<file path="src/rtl/ook_relay_pkg.sv">
package ook_relay_pkg;

  localparam int CNT_W = 16;  // phase, length and hit counters
  localparam int MAG_W = 12;  // envelope magnitude
  localparam int LEN_W = 6;   // frame length in bytes

  typedef enum logic [1:0] {
    ST_SEARCH   = 2'd0,
    ST_PREAMBLE = 2'd1,
    ST_DATA     = 2'd2
  } relay_state_t;

  typedef struct packed {
    logic [CNT_W-1:0] sym_len;
    logic [CNT_W-1:0] win_len;
    logic [CNT_W-1:0] buf_len;
    logic [CNT_W-1:0] min_hits;
    logic [MAG_W-1:0] thresh;
    logic [LEN_W-1:0] frame_bytes;
  } relay_cfg_t;

endpackage

</file>
<file path="src/rtl/ook_cfg_regs.sv">
module ook_cfg_regs
  import ook_relay_pkg::*;
#(
  parameter relay_cfg_t RESET_CFG = '0
) (
  input  logic       clk,
  input  logic       rst,
  input  logic       load_en,
  input  relay_cfg_t wr_cfg,
  output relay_cfg_t cfg_q
);

  always_ff @(posedge clk) begin
    if (rst) begin
      cfg_q <= RESET_CFG;
    end else if (load_en) begin
      cfg_q <= wr_cfg;
    end
  end

endmodule

</file>
<file path="src/rtl/ook_sym_phase.sv">
module ook_sym_phase
  import ook_relay_pkg::*;
(
  input  logic             clk,
  input  logic             rst,
  input  logic             go,
  input  logic [CNT_W-1:0] sym_len,
  output logic [CNT_W-1:0] ph_q,
  output logic [CNT_W-1:0] ph_nx,
  output logic             ph_last
);

  assign ph_last = (ph_q == sym_len - CNT_W'(1));

  always_comb begin
    if (!go) begin
      ph_nx = '0;
    end else if (ph_last) begin
      ph_nx = '0;
    end else begin
      ph_nx = ph_q + CNT_W'(1);
    end
  end

  always_ff @(posedge clk) begin
    if (rst) begin
      ph_q <= '0;
    end else begin
      ph_q <= ph_nx;
    end
  end

endmodule

</file>
<file path="src/rtl/ook_win_detect.sv">
module ook_win_detect
  import ook_relay_pkg::*;
(
  input  logic             clk,
  input  logic             rst,
  input  logic             en,
  input  logic             above,
  input  logic [CNT_W-1:0] ph,
  input  logic [CNT_W-1:0] win_len,
  input  logic [CNT_W-1:0] min_hits,
  output logic             decide,
  output logic             dec_bit
);

  logic [CNT_W-1:0] hits_q;
  logic [CNT_W-1:0] total;

  // Sample 0 of a symbol restarts the count.
  assign total   = ((ph == '0) ? '0 : hits_q) + CNT_W'(above);
  assign decide  = en && (ph == win_len - CNT_W'(1));
  assign dec_bit = (total >= min_hits);

  always_ff @(posedge clk) begin
    if (rst) begin
      hits_q <= '0;
    end else if (en && (ph < win_len)) begin
      hits_q <= total;
    end
  end

endmodule

</file>
<file path="src/rtl/ook_relay_ctrl.sv">
module ook_relay_ctrl
  import ook_relay_pkg::*;
#(
  parameter int DEF_SYM_LEN     = 500,
  parameter int DEF_WIN_LEN     = 200,
  parameter int DEF_GAP_LEN     = 100,
  parameter int DEF_MIN_HITS    = 100,
  parameter int DEF_THRESH      = 512,
  parameter int DEF_FRAME_BYTES = 4
) (
  input  logic             clk,
  input  logic             rst,
  input  logic [MAG_W-1:0] samp_mag,
  input  logic             cfg_wr,
  input  logic [CNT_W-1:0] cfg_sym_len,
  input  logic [CNT_W-1:0] cfg_win_len,
  input  logic [CNT_W-1:0] cfg_gap_len,
  input  logic [CNT_W-1:0] cfg_min_hits,
  input  logic [MAG_W-1:0] cfg_thresh,
  input  logic [LEN_W-1:0] cfg_frame_bytes,
  output logic             bit_out,
  output logic             bit_valid,
  output logic             tx_en,
  output logic             trx_sel,
  output logic             frame_done
);

  localparam int SC_W = LEN_W + 3;
  localparam relay_cfg_t RST_CFG = '{
    sym_len:     CNT_W'(DEF_SYM_LEN),
    win_len:     CNT_W'(DEF_WIN_LEN),
    buf_len:     CNT_W'(DEF_GAP_LEN),
    min_hits:    CNT_W'(DEF_MIN_HITS),
    thresh:      MAG_W'(DEF_THRESH),
    frame_bytes: LEN_W'(DEF_FRAME_BYTES)
  };

  relay_state_t     state_q, state_d;
  relay_cfg_t       wr_cfg, cfg_q;
  logic             load_en;
  logic             above, in_frame, go;
  logic [CNT_W-1:0] ph_q, ph_nx;
  logic             ph_last;
  logic             decide, dec_bit, bit_q, cur_bit;
  logic [SC_W-1:0]  sc_q, n_data;
  logic             last_data;
  logic [CNT_W:0]   guard_end, win_ext, nx_ext;

  // Write-side assembly of the settings.
  always_comb begin
    wr_cfg.sym_len     = cfg_sym_len;
    wr_cfg.win_len     = cfg_win_len;
    wr_cfg.buf_len     = cfg_gap_len;
    wr_cfg.min_hits    = cfg_min_hits;
    wr_cfg.thresh      = cfg_thresh;
    wr_cfg.frame_bytes = cfg_frame_bytes;
  end

  // Loads only while idle and not in the cycle a frame starts.
  assign load_en = cfg_wr && (state_q == ST_SEARCH) && (state_d == ST_SEARCH);

  ook_cfg_regs #(.RESET_CFG(RST_CFG)) cfg_i (
    .clk     (clk),
    .rst     (rst),
    .load_en (load_en),
    .wr_cfg  (wr_cfg),
    .cfg_q   (cfg_q)
  );

  assign above    = (samp_mag > cfg_q.thresh);
  assign in_frame = (state_q != ST_SEARCH) || above;

  ook_win_detect det_i (
    .clk      (clk),
    .rst      (rst),
    .en       (in_frame),
    .above    (above),
    .ph       (ph_q),
    .win_len  (cfg_q.win_len),
    .min_hits (cfg_q.min_hits),
    .decide   (decide),
    .dec_bit  (dec_bit)
  );

  assign go = (state_d != ST_SEARCH);

  ook_sym_phase phase_i (
    .clk     (clk),
    .rst     (rst),
    .go      (go),
    .sym_len (cfg_q.sym_len),
    .ph_q    (ph_q),
    .ph_nx   (ph_nx),
    .ph_last (ph_last)
  );

  assign n_data    = {cfg_q.frame_bytes, 3'b000};
  assign last_data = (sc_q == n_data - SC_W'(1));

  always_comb begin
    state_d = state_q;
    unique case (state_q)
      ST_SEARCH: begin
        if (above && !(decide && !dec_bit)) state_d = ST_PREAMBLE;
      end
      ST_PREAMBLE: begin
        if (decide && !dec_bit) state_d = ST_SEARCH;
        else if (ph_last)       state_d = ST_DATA;
      end
      ST_DATA: begin
        if (ph_last && last_data) state_d = ST_SEARCH;
      end
      default: state_d = ST_SEARCH;
    endcase
  end

  always_ff @(posedge clk) begin
    if (rst) begin
      state_q <= ST_SEARCH;
    end else begin
      state_q <= state_d;
    end
  end

  // Data symbol counter.
  always_ff @(posedge clk) begin
    if (rst) begin
      sc_q <= '0;
    end else if ((state_q == ST_PREAMBLE) && (state_d == ST_DATA)) begin
      sc_q <= '0;
    end else if ((state_q == ST_DATA) && ph_last) begin
      sc_q <= sc_q + SC_W'(1);
    end
  end

  always_ff @(posedge clk) begin
    if (rst) begin
      bit_q <= 1'b0;
    end else if (decide) begin
      bit_q <= dec_bit;
    end
  end

  assign cur_bit   = decide ? dec_bit : bit_q;
  assign win_ext   = {1'b0, cfg_q.win_len};
  assign guard_end = win_ext + {1'b0, cfg_q.buf_len};
  assign nx_ext    = {1'b0, ph_nx};

  // Registered outputs, each aligned to the phase held in the next cycle.
  always_ff @(posedge clk) begin
    if (rst) begin
      tx_en      <= 1'b0;
      trx_sel    <= 1'b0;
      bit_valid  <= 1'b0;
      bit_out    <= 1'b0;
      frame_done <= 1'b0;
    end else begin
      tx_en      <= go && cur_bit && (nx_ext >= guard_end);
      trx_sel    <= go && cur_bit && (nx_ext >= win_ext);
      bit_valid  <= decide && (state_q == ST_DATA);
      if (decide && (state_q == ST_DATA)) bit_out <= dec_bit;
      frame_done <= (state_q == ST_DATA) && ph_last && last_data;
    end
  end

endmodule

</file>
<file path="config.mk">
export PLATFORM = sky130hd
export DESIGN_NAME = ook_relay_ctrl
export DESIGN_NICKNAME = d
export VERILOG_FILES = /design/src/rtl/ook_relay_pkg.sv /design/src/rtl/ook_cfg_regs.sv /design/src/rtl/ook_sym_phase.sv /design/src/rtl/ook_win_detect.sv /design/src/rtl/ook_relay_ctrl.sv
export SDC_FILE = /design/constraint.sdc
export NUM_CORES = 1
export LEC_CHECK = 0
export BUFFER_PORTS_ARGS = -buffer_cell sky130_fd_sc_hd__buf_2
export CORE_MARGIN = 2
export CORE_UTILIZATION = 30
export DETAILED_ROUTE_END_ITERATION = 16
export PLACE_DENSITY = 0.56
export SLEW_MARGIN = 15
export SYNTH_ARGS = -nofsm -noshare
export SYNTH_HDL_FRONTEND = slang
export SYNTH_SLANG_ARGS = --single-unit
</file>
<file path="constraint.sdc">
create_clock -name clk -period 7.05 [get_ports clk]
set_input_delay 0 -clock clk [delete_from_list [all_inputs] [get_ports clk]]
set_output_delay 0 -clock clk [all_outputs]
set_load 0.005 [all_outputs]
</file>
# Yosys cells after proc, flatten, opt, wreduce, memory -nomap -nowiden
# Index checks and enable logic that the tools add are counted.
# totals
ff_bits	131
input_bits	97
word_cells	66
# classes
addsub	7
magnitude_cmp	5
n_eq_ne	6
mux	9
reduce_logical	23
# ops
cell	n
$mux W16	3
$eq A16 B16 Y1	2
$ge A16 B16 Y1	2
$sub A16 B1 Y16 const B	2
$add A16 B16 Y17	1
$ge A16 B17 Y1	1
$add A16 B1 Y16	1
$add A16 B1 Y16 const B	1
$logic_not A16 Y1	1
$lt A16 B16 Y1	1
$logic_and A1 B1 Y1	14
$gt A12 B12 Y1	1
$add A9 B1 Y9 const B	1
$eq A9 B9 Y1	1
$sub A9 B1 Y9 const B	1
$mux W2	4
$pmux W2 S3	1
$eq A2 B2 Y1 const B	2
$logic_not A2 Y1	2
$reduce_bool A2 Y1	2
$eq A2 B1 Y1 const B	1
$logic_not A1 Y1	2
$reduce_or A2 Y1	1
$logic_or A1 B1 Y1	1
$mux W1	1

# Depth between registers and ports, before layout
# depth
depth_word	14
ltp_mapped	36
depth_no_buf	33

# Hierarchy
# From an unflattened synthesis, not the netlist that was laid out.
# unflattened
cells_unflattened	1117
area_unflattened_um2	9362.7
# by_module_without_submodules
mod	n_inst	cells_each	area_each_um2	seq_area_each_um2
ook_cfg_regs	1	266	3010.4	1641.6
ook_relay_ctrl	1	323	2523.7	340.3
ook_win_detect	1	335	2454.9	320.3
ook_sym_phase	1	193	1373.8	320.3

# Worst setup path before layout
# OpenSTA, ideal clock, no wires.
# synth_path
path_type	flip-flop to flip-flop
from	reg phase_i.ph_q[2]
to	reg tx_en
arrival_ns	6.054
setup_slack_ns	0.862
path_stages_with_launch	33
period_less_slack_ns	6.188
path_cell_list	dfxtp_1 clkbuf_1 nor4b_1 and4_1 clkbuf_1 clkbuf_1 nor2b_1 ha_1 ha_1 and3_1 and3_1 nor2b_1 xnor2_1 nor2_1 ha_1 a21o_1 a211o_1 a221oi_1 o21ai_0 nor3_2 o22a_1 buf_2 buf_2 nor2_1 ha_1 a21o_1 a21o_1 a21oi_1 a21oi_1 o21ai_0 nor3b_1 o21ai_0 a31oi_1
# synth_via
elab_chain_cells	14
elab_cells_between_ends	25
# synth_rtl
element	line_no	rtl
start: declaration	ook_sym_phase.sv:8	output logic [CNT_W-1:0] ph_q,
start signal: assignment	ook_sym_phase.sv:29	ph_q <= ph_nx;
$logic_not A16 Y1 (*)	ook_win_detect.sv:19	assign total = ((ph == '0) ? '0 : hits_q) + CNT_W'(above);
$mux W16 (*)	ook_win_detect.sv:19	
$add A16 B1 Y16 (*)	ook_win_detect.sv:19	
net det_i.total[10]	ook_win_detect.sv:16	logic [CNT_W-1:0] total;
$ge A16 B16 Y1 (*)	ook_win_detect.sv:21	assign dec_bit = (total >= min_hits);
$logic_not A1 Y1 (*)	ook_relay_ctrl.sv:104, ook_relay_ctrl.sv:107	
$logic_and A1 B1 Y1 (*)	ook_relay_ctrl.sv:104, ook_relay_ctrl.sv:107	
$logic_not A1 Y1	ook_relay_ctrl.sv:104	if (above && !(decide && !dec_bit)) state_d = ST_PREAMBLE;
$logic_and A1 B1 Y1	ook_relay_ctrl.sv:104	
$mux W2	ook_relay_ctrl.sv:104	
$pmux W2 S3 (*)	ook_relay_ctrl.sv:102	unique case (state_q)
$reduce_bool A2 Y1 (*)	ook_relay_ctrl.sv:85	assign go = (state_d != ST_SEARCH);
$mux W16 (*)	ook_sym_phase.sv:16	if (!go) begin
net ph_nx[6]	ook_relay_ctrl.sv:42	logic [CNT_W-1:0] ph_q, ph_nx;
$ge A16 B17 Y1 (*)	ook_relay_ctrl.sv:158	tx_en <= go && cur_bit && (nx_ext >= guard_end);
$logic_and A1 B1 Y1 (*)	ook_relay_ctrl.sv:158	
end signal: assignment	ook_relay_ctrl.sv:158	
end: declaration	ook_relay_ctrl.sv:23	output logic tx_en,
# The timed path passes the listed nets; every way through them passes the cells marked *.
# A chain may end at the register's enable or synchronous reset.

# Worst setup path after layout
# layout_path
from	reg cfg_i.cfg_q[17] (netlist name)
to	reg trx_sel
# layout_via
elab_chain_cells	13
elab_cells_between_ends	18
# layout_rtl
element	line_no	rtl
$gt A12 B12 Y1 (*)	ook_relay_ctrl.sv:70	assign above = (samp_mag > cfg_q.thresh);
$add A16 B1 Y16 (*)	ook_win_detect.sv:19	
net det_i.total[10]	ook_win_detect.sv:16	
$ge A16 B16 Y1 (*)	ook_win_detect.sv:21	
$logic_not A1 Y1	ook_relay_ctrl.sv:104, ook_relay_ctrl.sv:107	
$logic_and A1 B1 Y1	ook_relay_ctrl.sv:104, ook_relay_ctrl.sv:107	
$logic_not A1 Y1	ook_relay_ctrl.sv:104	
$logic_and A1 B1 Y1	ook_relay_ctrl.sv:104	
$mux W2	ook_relay_ctrl.sv:104	
$pmux W2 S3	ook_relay_ctrl.sv:102	
$reduce_bool A2 Y1	ook_relay_ctrl.sv:85	
$mux W16	ook_sym_phase.sv:16	
$ge A16 B16 Y1	ook_relay_ctrl.sv:159	trx_sel <= go && cur_bit && (nx_ext >= win_ext);
$logic_and A1 B1 Y1 (*)	ook_relay_ctrl.sv:159	
end signal: assignment	ook_relay_ctrl.sv:159	
end: declaration	ook_relay_ctrl.sv:24	output logic trx_sel,
# Marked as above.

==> impl_results.md <==
- CP max stage delay: 0.39 ns
- DR WL/cell: 14.97 um
- Slew Limit Fails: 0
- Initial core utilization: 30.66%
- Period utilization: 91.21%
- Critical Path AT: 6.73 ns
- Critical Path End Type: register
- CTS tree: built
- Crit start category: register
- Hpwl dp: 18,620 um
- Status: complete, no violations
- Design Area, Final: 11,550 sq um
- IO buf count: 101
- Fin Setup TNS: 0 ns
- Area of the multi-input gates: 6000 sq um
- Max Clk Rate: 155.5 MHz
- Ys async rst share: 0%
- Area after DPL: 10,030 sq um
- CTS Buffer Depth: 2
- Antenna-violating nets left: 0
- Die area: 31,940 sq um
- EDFF count, synth: 0
- Drt drc: 0
- Post-Syn Area: 9159 sq um
- Via density: 4.911
- Core area: 29,870 sq um
- P&R area growth vs syn: 26.08%
- Yosys reg bits: 131
- Avg Inst Size Synth: 8.244 sq um
- Clk slew on worst S/H paths: 0.06 ns
- DP Worst Slack: 0.4441 ns
- Htree depth: 4
- Crit-path max FO: 15
- Post-synthesis sequential area ratio: 28.63%
- Top FF cell, synth: dfxtp_1
- Die Wd: 178.7 um
- Least-Margin Pin Slew: 0.9028 ns
- Slowest CP cell: a2111oi_2
- Syn nets: 1,306
- Synthesis warning total: 0
- I/O Pins: 102
- Routability-driven placement congestion ratio: 0.8980
- Clock Tree Root: clkbuf_16
- Hold Crit Class: in -> reg
- Fraction of layout cells with a size suffix above 1: 12.86%
- Synth Instances: 1,111
- Wirelength, routed: 25,200 um
- Register area: 2623 sq um
- Final worst path period need: 6.430 ns
- Placed Instances: 1,561
- Clock skew: 0.009729 ns
- Number of global-route vias before repair: 8,053
- Unrepaired setup endpoints after global routing: false
- Worst Path Required: 7.35 ns
- GR Overflow Total: 0
- Fillers: 3,016
- Num CTS Buffers: 17
- Antenna violations before repair: 2
- Non-filler cells, final: 1,683
- DR pass1 iterations: 5
- DRT iter0 DRCs: 416
- P_leak: 5.312 nW
- Net count, final: 1,473
- Max-cap violations: 0
- Hold Vio Cnt, Final: 0
- First-pass GRT wire length: 40,240 um
- Kind of critical path: reg -> reg
- Setup WS post-layout: 0.6199 ns
- Slew margin rel.: 39.82%
- Yosys cell types: 63
- Die Ht: 178.7 um
- Fin Hold WS: 0.004321 ns
- Peak VDD IR: 0.1699 mV
- Clock latency on the worst-skew pair: 0.43 ns
- PwrDens: 194.4 nW/um^2
- CTS Sinks: 131
- Total number of vias: 8,265
- GRT Util Overall: 15.96%
- Worst path most repeated cell: ha_1
- Largest net degree at the start of global routing: 81
- Final setup violation count: 0
- Row count: 63
-- critical path, delay by kind of cell (launching register included) --
family	cells	cell delay (ns)
AO/OA/AOI/OAI	12	2.71
XOR/XNOR	1	0.12
adder cells (fa/ha/maj)	5	1.27
buffers and inverters	2	0.28
flip-flops	1	0.32
AND/OR/NAND/NOR	10	1.59
-- metal layers --
metal,share of wire (%),vias up,global-route usage [%]
met5,0,-,0
li1,-,4277,-
met3,4.4,25,3.308
met4,1.8,0,5.183
met1,49,3792,20.56
met2,45,171,26.59
-- placed cells by master, fill, tap and decap left out, types with 5 or more instances in the layout --
cell type	netlist	layout
a211o_1	20	20
a21o_1	15	15
a21oi_1	47	46
a31oi_1	8	8
and3_1	10	10
buf_2	13	100
buf_4	0	18
clkbuf_16	0	17
dfxtp_1	131	131
dlygate4sd3_1	0	88
ha_1	97	97
inv_1	79	79
inv_6	0	6
mux2i_1	71	71
nand2_1	29	29
nand2b_1	16	16
nand3_1	40	39
nand4_1	22	22
nor2_1	159	159
nor2b_1	14	14
nor3_1	41	41
nor4_1	13	13
o211ai_1	9	9
o21a_1	10	10
o21ai_0	38	38
o21bai_1	5	5
o31ai_1	5	5
or3_1	11	11
or4_1	7	7
xnor2_1	43	43
xor2_1	50	50
-- path summary, 6_finish.rpt --
path	slack, ns	startpoint	to	cells after the start
setup / recovery	0.62	cfg_i.cfg_q[17]	trx_sel	30
hold / removal	0.004	rst	cfg_i.cfg_q[64]	2
setup reg to reg	0.62	cfg_i.cfg_q[17]	trx_sel	30
hold reg to reg	0.47	cfg_i.cfg_q[15]	cfg_i.cfg_q[15]	1
-- state kept, by name, indices dropped and copies added (netlist names) --
| name | cells |
|---|---|
| cfg_i.cfg_q | 82 |
| det_i.hits_q | 16 |
| phase_i.ph_q | 16 |
| sc_q | 9 |
| state_q | 2 |
| bit_out | 1 |
| bit_q | 1 |
| bit_valid | 1 |
| frame_done | 1 |
| trx_sel | 1 |
| tx_en | 1 |
-- synth_stat cells (22+ instances only) --
master	count	area share, %
nor2_1	159	6.5
dfxtp_1	131	29
ha_1	97	13
inv_1	79	3.2
mux2i_1	71	7.8
xor2_1	50	4.8
a21oi_1	47	2.6
xnor2_1	43	4.1
clkbuf_1	41	1.7
nor3_1	41	2.2
nand3_1	40	2.2
o21ai_0	38	2.1
nand2_1	29	1.2
nand4_1	22	1.5
-- report_power, final --
part	internal, mW	switching, mW	total (mW)	leakage, nW
Combinational	0.224	0.255	0.479	3.95
Sequential	0.780	0.0474	0.827	1.06
Clock	0.566	0.373	0.939	0.294
-- cell families (layout without fill, tap and decap cells) --
kind of cell	count (synthesis)	in the layout	share of synthesized area [%]
mux	72	72	7.882
xor+xnor	93	93	8.893
fa+ha+maj	98	98	13.47
flops	131	131	28.63
other cells	0	2	0
buf+inv	137	317	6.120
compound gates	189	189	13.77
simple gates	391	391	21.23
-- through the flow --
step | utilization (%) | power [mW]
floorplan | - | 1.157
global placement | 33.58 | 1.271
detailed placement | 33.58 | 1.279
CTS | 38.60 | 2.266
global route | 38.65 | 2.364
finish | 38.65 | 2.245
-- layout make-up --
type	count	area share, %
multi-input cells	843	51.96
flip-flops and latches	131	22.71
repair buffers	206	13.13
well taps	390	4.226
clock buffers	17	3.684
inverters	79	2.568
clock inverters	15	1.679
diodes	2	0.04334
-- timing repair --
action / CTS / global route
resized for setup: 0 / 4
buffers inserted: 0 / 0
hold endpoints to repair: 82 / 0
hold buffers: 88 / 0
endpoints found under the setup margin: 0 / 2
Power figures use the tool's default switching activity.
